File: src/rtl/chc_pkg.sv
package chc_pkg;
  localparam int BYTE_W = 8;

  localparam logic [BYTE_W-1:0] CODE_READY  = 8'h72;
  localparam logic [BYTE_W-1:0] CODE_FINISH = 8'h66;
  localparam logic [BYTE_W-1:0] CMD_RESTART = 8'h52;
  localparam logic [BYTE_W-1:0] CMD_DUMP    = 8'h54;

  typedef enum logic [3:0] {
    ST_RDY_LOAD,
    ST_RDY_WAIT,
    ST_CAPTURE,
    ST_FIN_LOAD,
    ST_FIN_WAIT,
    ST_IDLE,
    ST_XF_READ,
    ST_XF_LAT,
    ST_XF_LOAD,
    ST_XF_WAIT
  } chc_state_e;

  typedef enum logic [1:0] {
    CMD_NONE,
    CMD_RST,
    CMD_XFER
  } chc_cmd_e;
endpackage

File: src/rtl/chc_tx_stage.sv
module chc_tx_stage
  import chc_pkg::*;
(
  input  logic              clk,
  input  logic              rst,
  input  logic              load,
  input  logic [BYTE_W-1:0] load_byte,
  input  logic              tx_ready,
  output logic              tx_valid,
  output logic [BYTE_W-1:0] tx_data,
  output logic              accepted
);
  logic              valid_q;
  logic [BYTE_W-1:0] data_q;

  always_ff @(posedge clk) begin
    if (rst) begin
      valid_q <= 1'b0;
      data_q  <= '0;
    end else if (load) begin
      valid_q <= 1'b1;
      data_q  <= load_byte;
    end else if (valid_q && tx_ready) begin
      valid_q <= 1'b0;
    end
  end

  assign tx_valid = valid_q;
  assign tx_data  = data_q;
  assign accepted = valid_q & tx_ready;
endmodule

File: src/rtl/chc_cmd_decode.sv
module chc_cmd_decode
  import chc_pkg::*;
(
  input  logic              clk,
  input  logic              rst,
  input  logic              enable,
  input  logic              rx_valid,
  input  logic [BYTE_W-1:0] rx_data,
  output logic              rx_ready,
  output chc_cmd_e          cmd
);
  logic     ready_q;
  chc_cmd_e cmd_q;
  chc_cmd_e cmd_d;

  always_comb begin
    cmd_d = CMD_NONE;
    if (enable && (cmd_q == CMD_NONE) && rx_valid && ready_q) begin
      if (rx_data == CMD_RESTART)   cmd_d = CMD_RST;
      else if (rx_data == CMD_DUMP) cmd_d = CMD_XFER;
    end
  end

  always_ff @(posedge clk) begin
    if (rst) begin
      ready_q <= 1'b0;
      cmd_q   <= CMD_NONE;
    end else begin
      ready_q <= 1'b1;
      cmd_q   <= cmd_d;
    end
  end

  assign rx_ready = ready_q;
  assign cmd      = cmd_q;
endmodule

File: src/rtl/chc_addr_ctr.sv
module chc_addr_ctr #(
  parameter int DEPTH = 128,
  localparam int AW   = (DEPTH > 1) ? $clog2(DEPTH) : 1
) (
  input  logic          clk,
  input  logic          rst,
  input  logic          clear,
  input  logic          step,
  output logic [AW-1:0] addr,
  output logic          last
);
  localparam logic [AW-1:0] LAST_ADDR = AW'(DEPTH - 1);

  logic [AW-1:0] addr_q;

  always_ff @(posedge clk) begin
    if (rst || clear) addr_q <= '0;
    else if (step)    addr_q <= (addr_q == LAST_ADDR) ? '0 : addr_q + 1'b1;
  end

  assign addr = addr_q;
  assign last = (addr_q == LAST_ADDR);
endmodule

File: src/rtl/chc_seq.sv
module chc_seq
  import chc_pkg::*;
(
  input  logic              clk,
  input  logic              rst,
  input  logic              tx_accepted,
  input  logic              cap_done,
  input  chc_cmd_e          cmd,
  input  logic              addr_last,
  input  logic [BYTE_W-1:0] buf_rdata,
  output logic              decode_en,
  output logic              tx_load,
  output logic [BYTE_W-1:0] tx_byte,
  output logic              addr_clear,
  output logic              addr_step,
  output logic              cap_arm,
  output logic              buf_ren
);
  chc_state_e state_q, state_d;
  logic       arm_q, arm_d;
  logic       ren_q, ren_d;

  always_comb begin
    state_d    = state_q;
    tx_load    = 1'b0;
    tx_byte    = '0;
    addr_clear = 1'b0;
    addr_step  = 1'b0;
    arm_d      = 1'b0;
    ren_d      = 1'b0;
    decode_en  = (state_q == ST_IDLE);
    unique case (state_q)
      ST_RDY_LOAD: begin
        tx_load = 1'b1;
        tx_byte = CODE_READY;
        state_d = ST_RDY_WAIT;
      end
      ST_RDY_WAIT: if (tx_accepted) begin
        arm_d   = 1'b1;
        state_d = ST_CAPTURE;
      end
      ST_CAPTURE: if (cap_done) state_d = ST_FIN_LOAD;
      ST_FIN_LOAD: begin
        tx_load = 1'b1;
        tx_byte = CODE_FINISH;
        state_d = ST_FIN_WAIT;
      end
      ST_FIN_WAIT: if (tx_accepted) state_d = ST_IDLE;
      ST_IDLE: begin
        if (cmd == CMD_RST) begin
          state_d = ST_RDY_LOAD;
        end else if (cmd == CMD_XFER) begin
          addr_clear = 1'b1;
          state_d    = ST_XF_READ;
        end
      end
      ST_XF_READ: begin
        ren_d   = 1'b1;
        state_d = ST_XF_LAT;
      end
      ST_XF_LAT: state_d = ST_XF_LOAD;
      ST_XF_LOAD: begin
        tx_load = 1'b1;
        tx_byte = buf_rdata;
        state_d = ST_XF_WAIT;
      end
      ST_XF_WAIT: if (tx_accepted) begin
        if (addr_last) begin
          state_d = ST_IDLE;
        end else begin
          addr_step = 1'b1;
          state_d   = ST_XF_READ;
        end
      end
      default: state_d = ST_RDY_LOAD;
    endcase
  end

  always_ff @(posedge clk) begin
    if (rst) begin
      state_q <= ST_RDY_LOAD;
      arm_q   <= 1'b0;
      ren_q   <= 1'b0;
    end else begin
      state_q <= state_d;
      arm_q   <= arm_d;
      ren_q   <= ren_d;
    end
  end

  assign cap_arm = arm_q;
  assign buf_ren = ren_q;
endmodule

File: src/rtl/capture_host_ctrl.sv
module capture_host_ctrl
  import chc_pkg::*;
#(
  parameter int DEPTH = 128,
  localparam int AW   = (DEPTH > 1) ? $clog2(DEPTH) : 1
) (
  input  logic              clk,
  input  logic              rst,
  output logic [BYTE_W-1:0] tx_data,
  output logic              tx_valid,
  input  logic              tx_ready,
  input  logic [BYTE_W-1:0] rx_data,
  input  logic              rx_valid,
  output logic              rx_ready,
  output logic              cap_arm,
  input  logic              cap_done,
  output logic              buf_ren,
  output logic [AW-1:0]     buf_raddr,
  input  logic [BYTE_W-1:0] buf_rdata
);
  chc_cmd_e          cmd;
  logic              decode_en;
  logic              tx_load;
  logic [BYTE_W-1:0] tx_byte;
  logic              tx_accepted;
  logic              addr_clear;
  logic              addr_step;
  logic              addr_last;

  chc_cmd_decode u_decode (
    .clk      (clk),
    .rst      (rst),
    .enable   (decode_en),
    .rx_valid (rx_valid),
    .rx_data  (rx_data),
    .rx_ready (rx_ready),
    .cmd      (cmd)
  );

  chc_addr_ctr #(.DEPTH(DEPTH)) u_addr (
    .clk   (clk),
    .rst   (rst),
    .clear (addr_clear),
    .step  (addr_step),
    .addr  (buf_raddr),
    .last  (addr_last)
  );

  chc_seq u_seq (
    .clk         (clk),
    .rst         (rst),
    .tx_accepted (tx_accepted),
    .cap_done    (cap_done),
    .cmd         (cmd),
    .addr_last   (addr_last),
    .buf_rdata   (buf_rdata),
    .decode_en   (decode_en),
    .tx_load     (tx_load),
    .tx_byte     (tx_byte),
    .addr_clear  (addr_clear),
    .addr_step   (addr_step),
    .cap_arm     (cap_arm),
    .buf_ren     (buf_ren)
  );

  chc_tx_stage u_tx (
    .clk       (clk),
    .rst       (rst),
    .load      (tx_load),
    .load_byte (tx_byte),
    .tx_ready  (tx_ready),
    .tx_valid  (tx_valid),
    .tx_data   (tx_data),
    .accepted  (tx_accepted)
  );
endmodule

File: config.mk
export PLATFORM = sky130hd
export DESIGN_NAME = capture_host_ctrl
export DESIGN_NICKNAME = d
export VERILOG_FILES = /design/src/rtl/chc_pkg.sv /design/src/rtl/chc_tx_stage.sv /design/src/rtl/chc_cmd_decode.sv /design/src/rtl/chc_addr_ctr.sv /design/src/rtl/chc_seq.sv /design/src/rtl/capture_host_ctrl.sv
export SDC_FILE = /design/constraint.sdc
export NUM_CORES = 1
export LEC_CHECK = 0
export BUFFER_PORTS_ARGS = -buffer_cell sky130_fd_sc_hd__buf_2
export CAP_MARGIN = 20
export CORE_ASPECT_RATIO = 0.75
export CORE_UTILIZATION = 32
export CTS_BUF_LIST = sky130_fd_sc_hd__clkbuf_16
export DETAILED_ROUTE_END_ITERATION = 8
export PLACE_DENSITY = 0.54
export SLEW_MARGIN = 20
export SYNTH_ARGS = -nofsm -noshare
export SYNTH_HDL_FRONTEND = slang
export SYNTH_SLANG_ARGS = --single-unit
File: constraint.sdc
create_clock -name clk -period 2.6 [get_ports clk]
set_clock_uncertainty 0.15 [all_clocks]
set_input_delay 0.52 -clock clk [delete_from_list [all_inputs] [get_ports clk]]
set_output_delay 0.52 -clock clk [all_outputs]
set_load 0.02 [all_outputs]
==> impl_metrics.csv <==
group,metric,value,unit
synthesis,yosys-top-cells-area,"dfxtp_1, nor2_1, o21ai_0",
routing,routedWlPerCell,12.30,microns
power_and_ir_drop,vdd_drop_max,0.3226,mV
placed_design,port_buffers,39,
timing,period_needed,1.898,ns
routing,drt_iter0_markers,43,
routing,wl,2645,microns
floorplanning,core-area,3423,sq um
min_path,min-delay-start,"rx_data[1]",
synthesis,yosysTopAreaCell,"dfxtp_1",
run_status,status,"completed",
routing,wl_met2,1140,microns
job,drv_cap,0,
synthesis,syn_area_per_cell,9.316,sq um
clocking,post-cts-setup-buffers,0,
clocking,ctsRootBufferMaster,"clkbuf_16",
floorplanning,start_util,34.83,%
routing,vias,1039,
timing,drv_slew,0,
cells_and_area,final_layout_size_suffix_gt1_share,33.94,%
clocking,holdBufCountCts,0,
floorplanning,fp.dieH,54.87,microns
min_path,min_path_cells,2,
timing,maxSlewHeadroom,62.22,%
clocking,cts_tree,"done",
cells_and_area,diodes,0,
timing,setup_ws,0.7018,ns
placed_design,dp_hpwl,1967,microns
global_routing,track_usage,14.26,%
power_and_ir_drop,p_per_area,905.6,nW/um^2
clocking,path_clk_slew,0.07,ns
synthesis,synth_ff_type,"dfxtp_1",
critical_path,crit_type,"reg -> reg",
routing,wl_met3,115,microns
cells_and_area,final-seq-area,500.5,sq um
critical_path,required,2.63,ns
timing,tightest_slew,0.5660,ns
routing,ant_nets,0,
clocking,cts-buffers-inserted,3,
critical_path,worstPathMaxFanout,15,
timing,timing.final.crit_share,73.01,%
timing,finalSetupTns,0,ns
timing,hold_viol_final,0,
clocking,htreeDepth,1,
critical_path,cp-start-kind,"flop",
global_routing,grt_max_degree,16,
min_path,hold_class,"in -> reg",
clocking,ctsResizeCount,0,
routing,dr.pass1.iters,4,
critical_path,r2r-end,"u_seq.state_q[0]$_SDFFE_PP0P_",
synthesis,synthesis.nets,150,
cells_and_area,nNetsFinal,188,
global_routing,grt_pass1_vias,908,
clocking,cts.sink_count,25,
clocking,clock_latency,0.26,ns
power_and_ir_drop,p_leak,0.6161,nW
critical_path,crit_slowest_cell,"dfxtp_1",
global_routing,antenna_found_initial,0,
critical_path,crit_chain,"or2b_2 -> o21ai_2 -> a221oi_4 -> o21ai_1 -> a311oi_1",
synthesis,netlist.area_leader.share,41.97,%
critical_path,reg2reg_slack,0.70,ns
timing,setup_violations,0,
synthesis,yosys_warnings,0,
timing,grt_setup_unrepaired,"no",
placed_design,globalplace.congestion,0.8700,
min_path,hold_end,"u_decode.cmd[1]$_SDFF_PP0_",
synthesis,synth_area,1192,sq um
synthesis,synth_edf_count,0,
routing,top_layer,"met4",
critical_path,crit_arrival,1.93,ns
clocking,max-clock-path-buffers,2,
floorplanning,pin_count,40,
critical_path,timing.critical_path.to_type,"flop",
critical_path,reg2reg_from,"u_seq.state_q[2]$_SDFFE_PP0P_",
critical_path,slowest_delay,0.63,ns
floorplanning,dieArea,3977,sq um
critical_path,worst-r2r-cell-count,5,
global_routing,grt_pass1_wl,4243,microns
global_routing,grt_overflow_total,0,
placed_design,dp_slack,0.7234,ns
synthesis,synthDistinctLibCells,43,
synthesis,ys_seq_elements,25,
floorplanning,die_x,72.49,microns
routing,drc,0,
routing,wl_met1,1365,microns
floorplanning,rows,18,
synthesis,ys_async_sr_fraction,0,%
routing,vias_per_cell,4.833,
cells_and_area,area_growth,25.71,%
synthesis,syn_inst,128,
cells_and_area,nFillCells,376,
timing,max_freq,526.8,MHz
cells_and_area,multi_input_area,643.1,sq um
synthesis,synth_seq_area_share,41.97,%
[cell usage after synthesis (all sizes together), types with 2 or more instances]
master,count
dfxtp,25
nor2,15
o21ai,10
a21oi,7
nand2,7
buf,5
nand2b,5
nor3,4
xor2,4
a22oi,3
and3,3
inv,3
mux2i,3
nand3,3
nor4,3
o221a,3
a31oi,2
nand4,2
nor2b,2
nor3b,2
xnor2,2
[kinds of logic (layout without fill, tap and decap cells)]
kind of cell    after synthesis  in the layout  synth area share, %
compound gates               33             33                21.41
xor+xnor                      6              6                4.407
fa+ha+maj                     1              1                1.049
buf+inv                      10             47                4.091
flops                        25             25                41.97
mux                           3              3                2.518
simple gates                 50             50                24.55
[area by class of cell]
type	count	share of cell area [%]
clock buffer	3	5.008
clock inverter	1	0.5008
inverter	4	1.002
multi-input combinational	93	42.90
sequential	25	33.39
tap	50	4.174
timing repair buffer	39	13.02
[worst max-delay path: cells and delay by family, from the launching register on]
family	cells	cell delay, ns
AO/OA/AOI/OAI	4	0.78
flip-flops	1	0.63
AND/OR/NAND/NOR	1	0.25
[state kept, by name, summed over array words and instances (netlist names)]
register / flops
u_tx.tx_data: 8
u_addr.addr: 7
u_seq.state_q: 4
u_decode.cmd: 2
u_decode.rx_ready: 1
u_seq.buf_ren: 1
u_seq.cap_arm: 1
u_tx.tx_valid: 1
[worst max-delay path by stage]
| stage | startpoint | end | slack, ns | cells past startpoint |
|---|---|---|---|---|
| 3_3_place_gp | u_addr.addr[0]$_SDFFE_PP0P_ | u_addr.addr[5]$_SDFFE_PP0P_ | 0.76 | 6 |
| 2_1_floorplan | u_addr.addr[0]$_SDFFE_PP0P_ | u_addr.addr[5]$_SDFFE_PP0P_ | 0.73 | 7 |
| 6_report | u_seq.state_q[2]$_SDFFE_PP0P_ | u_seq.state_q[0]$_SDFFE_PP0P_ | 0.70 | 5 |
| 5_1_grt | u_seq.state_q[2]$_SDFFE_PP0P_ | u_seq.state_q[0]$_SDFFE_PP0P_ | 0.53 | 5 |
| 3_5_place_dp | u_addr.addr[0]$_SDFFE_PP0P_ | u_addr.addr[5]$_SDFFE_PP0P_ | 0.72 | 6 |
| 4_1_cts | u_seq.state_q[0]$_SDFFE_PP0P_ | u_seq.state_q[1]$_SDFFE_PP0P_ | 0.72 | 5 |
[placed cells by master (no fill, tap or decap), drive strengths merged]
master	instances
a41oi	1
or2	1
clkinv	1
dfxtp	25
mux2i	3
clkinvlp	1
clkbuf	3
o21ai	10
o221a	3
nand2	7
ha	1
o21a	1
nand2b	5
a31oi	2
xnor2	2
a22oi	3
buf	39
nor4	3
a221o	1
a2111oi	1
and3	3
nor4b	1
a221oi	1
or2b	1
nand4b	1
nor2	15
a211oi	1
xor2	4
nand3	3
nor3b	2
a311oi	1
nor2b	2
a21oi	7
o211ai	1
inv	3
nand4	2
nor3	4
[where the power goes]
part | switching [mW] | internal (mW) | total [mW]
logic | 0.250 | 0.205 | 0.455
clock network | 0.144 | 0.209 | 0.353
registers | 0.105 | 0.445 | 0.550
total | 0.498 | 0.860 | 1.36
[routing by layer]
| metal | vias to the layer above | global-route usage [%] |
|---|---|---|
| met4 | 0 | 4.902 |
| met1 | 471 | 19.89 |
| met3 | 4 | 4.420 |
| met5 | - | 0 |
| met2 | 22 | 20.72 |
| li1 | 542 | - |
[stage by stage]
| step | std cells | hold WS (ns) | total power [mW] | utilization (%) | instance area, sq um |
|---|---|---|---|---|---|
| after floorplan | 128 | 0.3343 | 0.9015 | - | 1192 |
| after global placement | 211 | 0.3294 | 1.006 | 41.37 | 1416 |
| after detailed placement | 211 | 0.3432 | 1.007 | 41.37 | 1416 |
| after CTS | 215 | 0.2700 | 1.362 | 43.79 | 1499 |
| after global routing | 215 | 0.2691 | 1.439 | 43.79 | 1499 |
| final | 215 | 0.2734 | 1.357 | 43.79 | 1499 |
(Power assumes the default switching activity.)
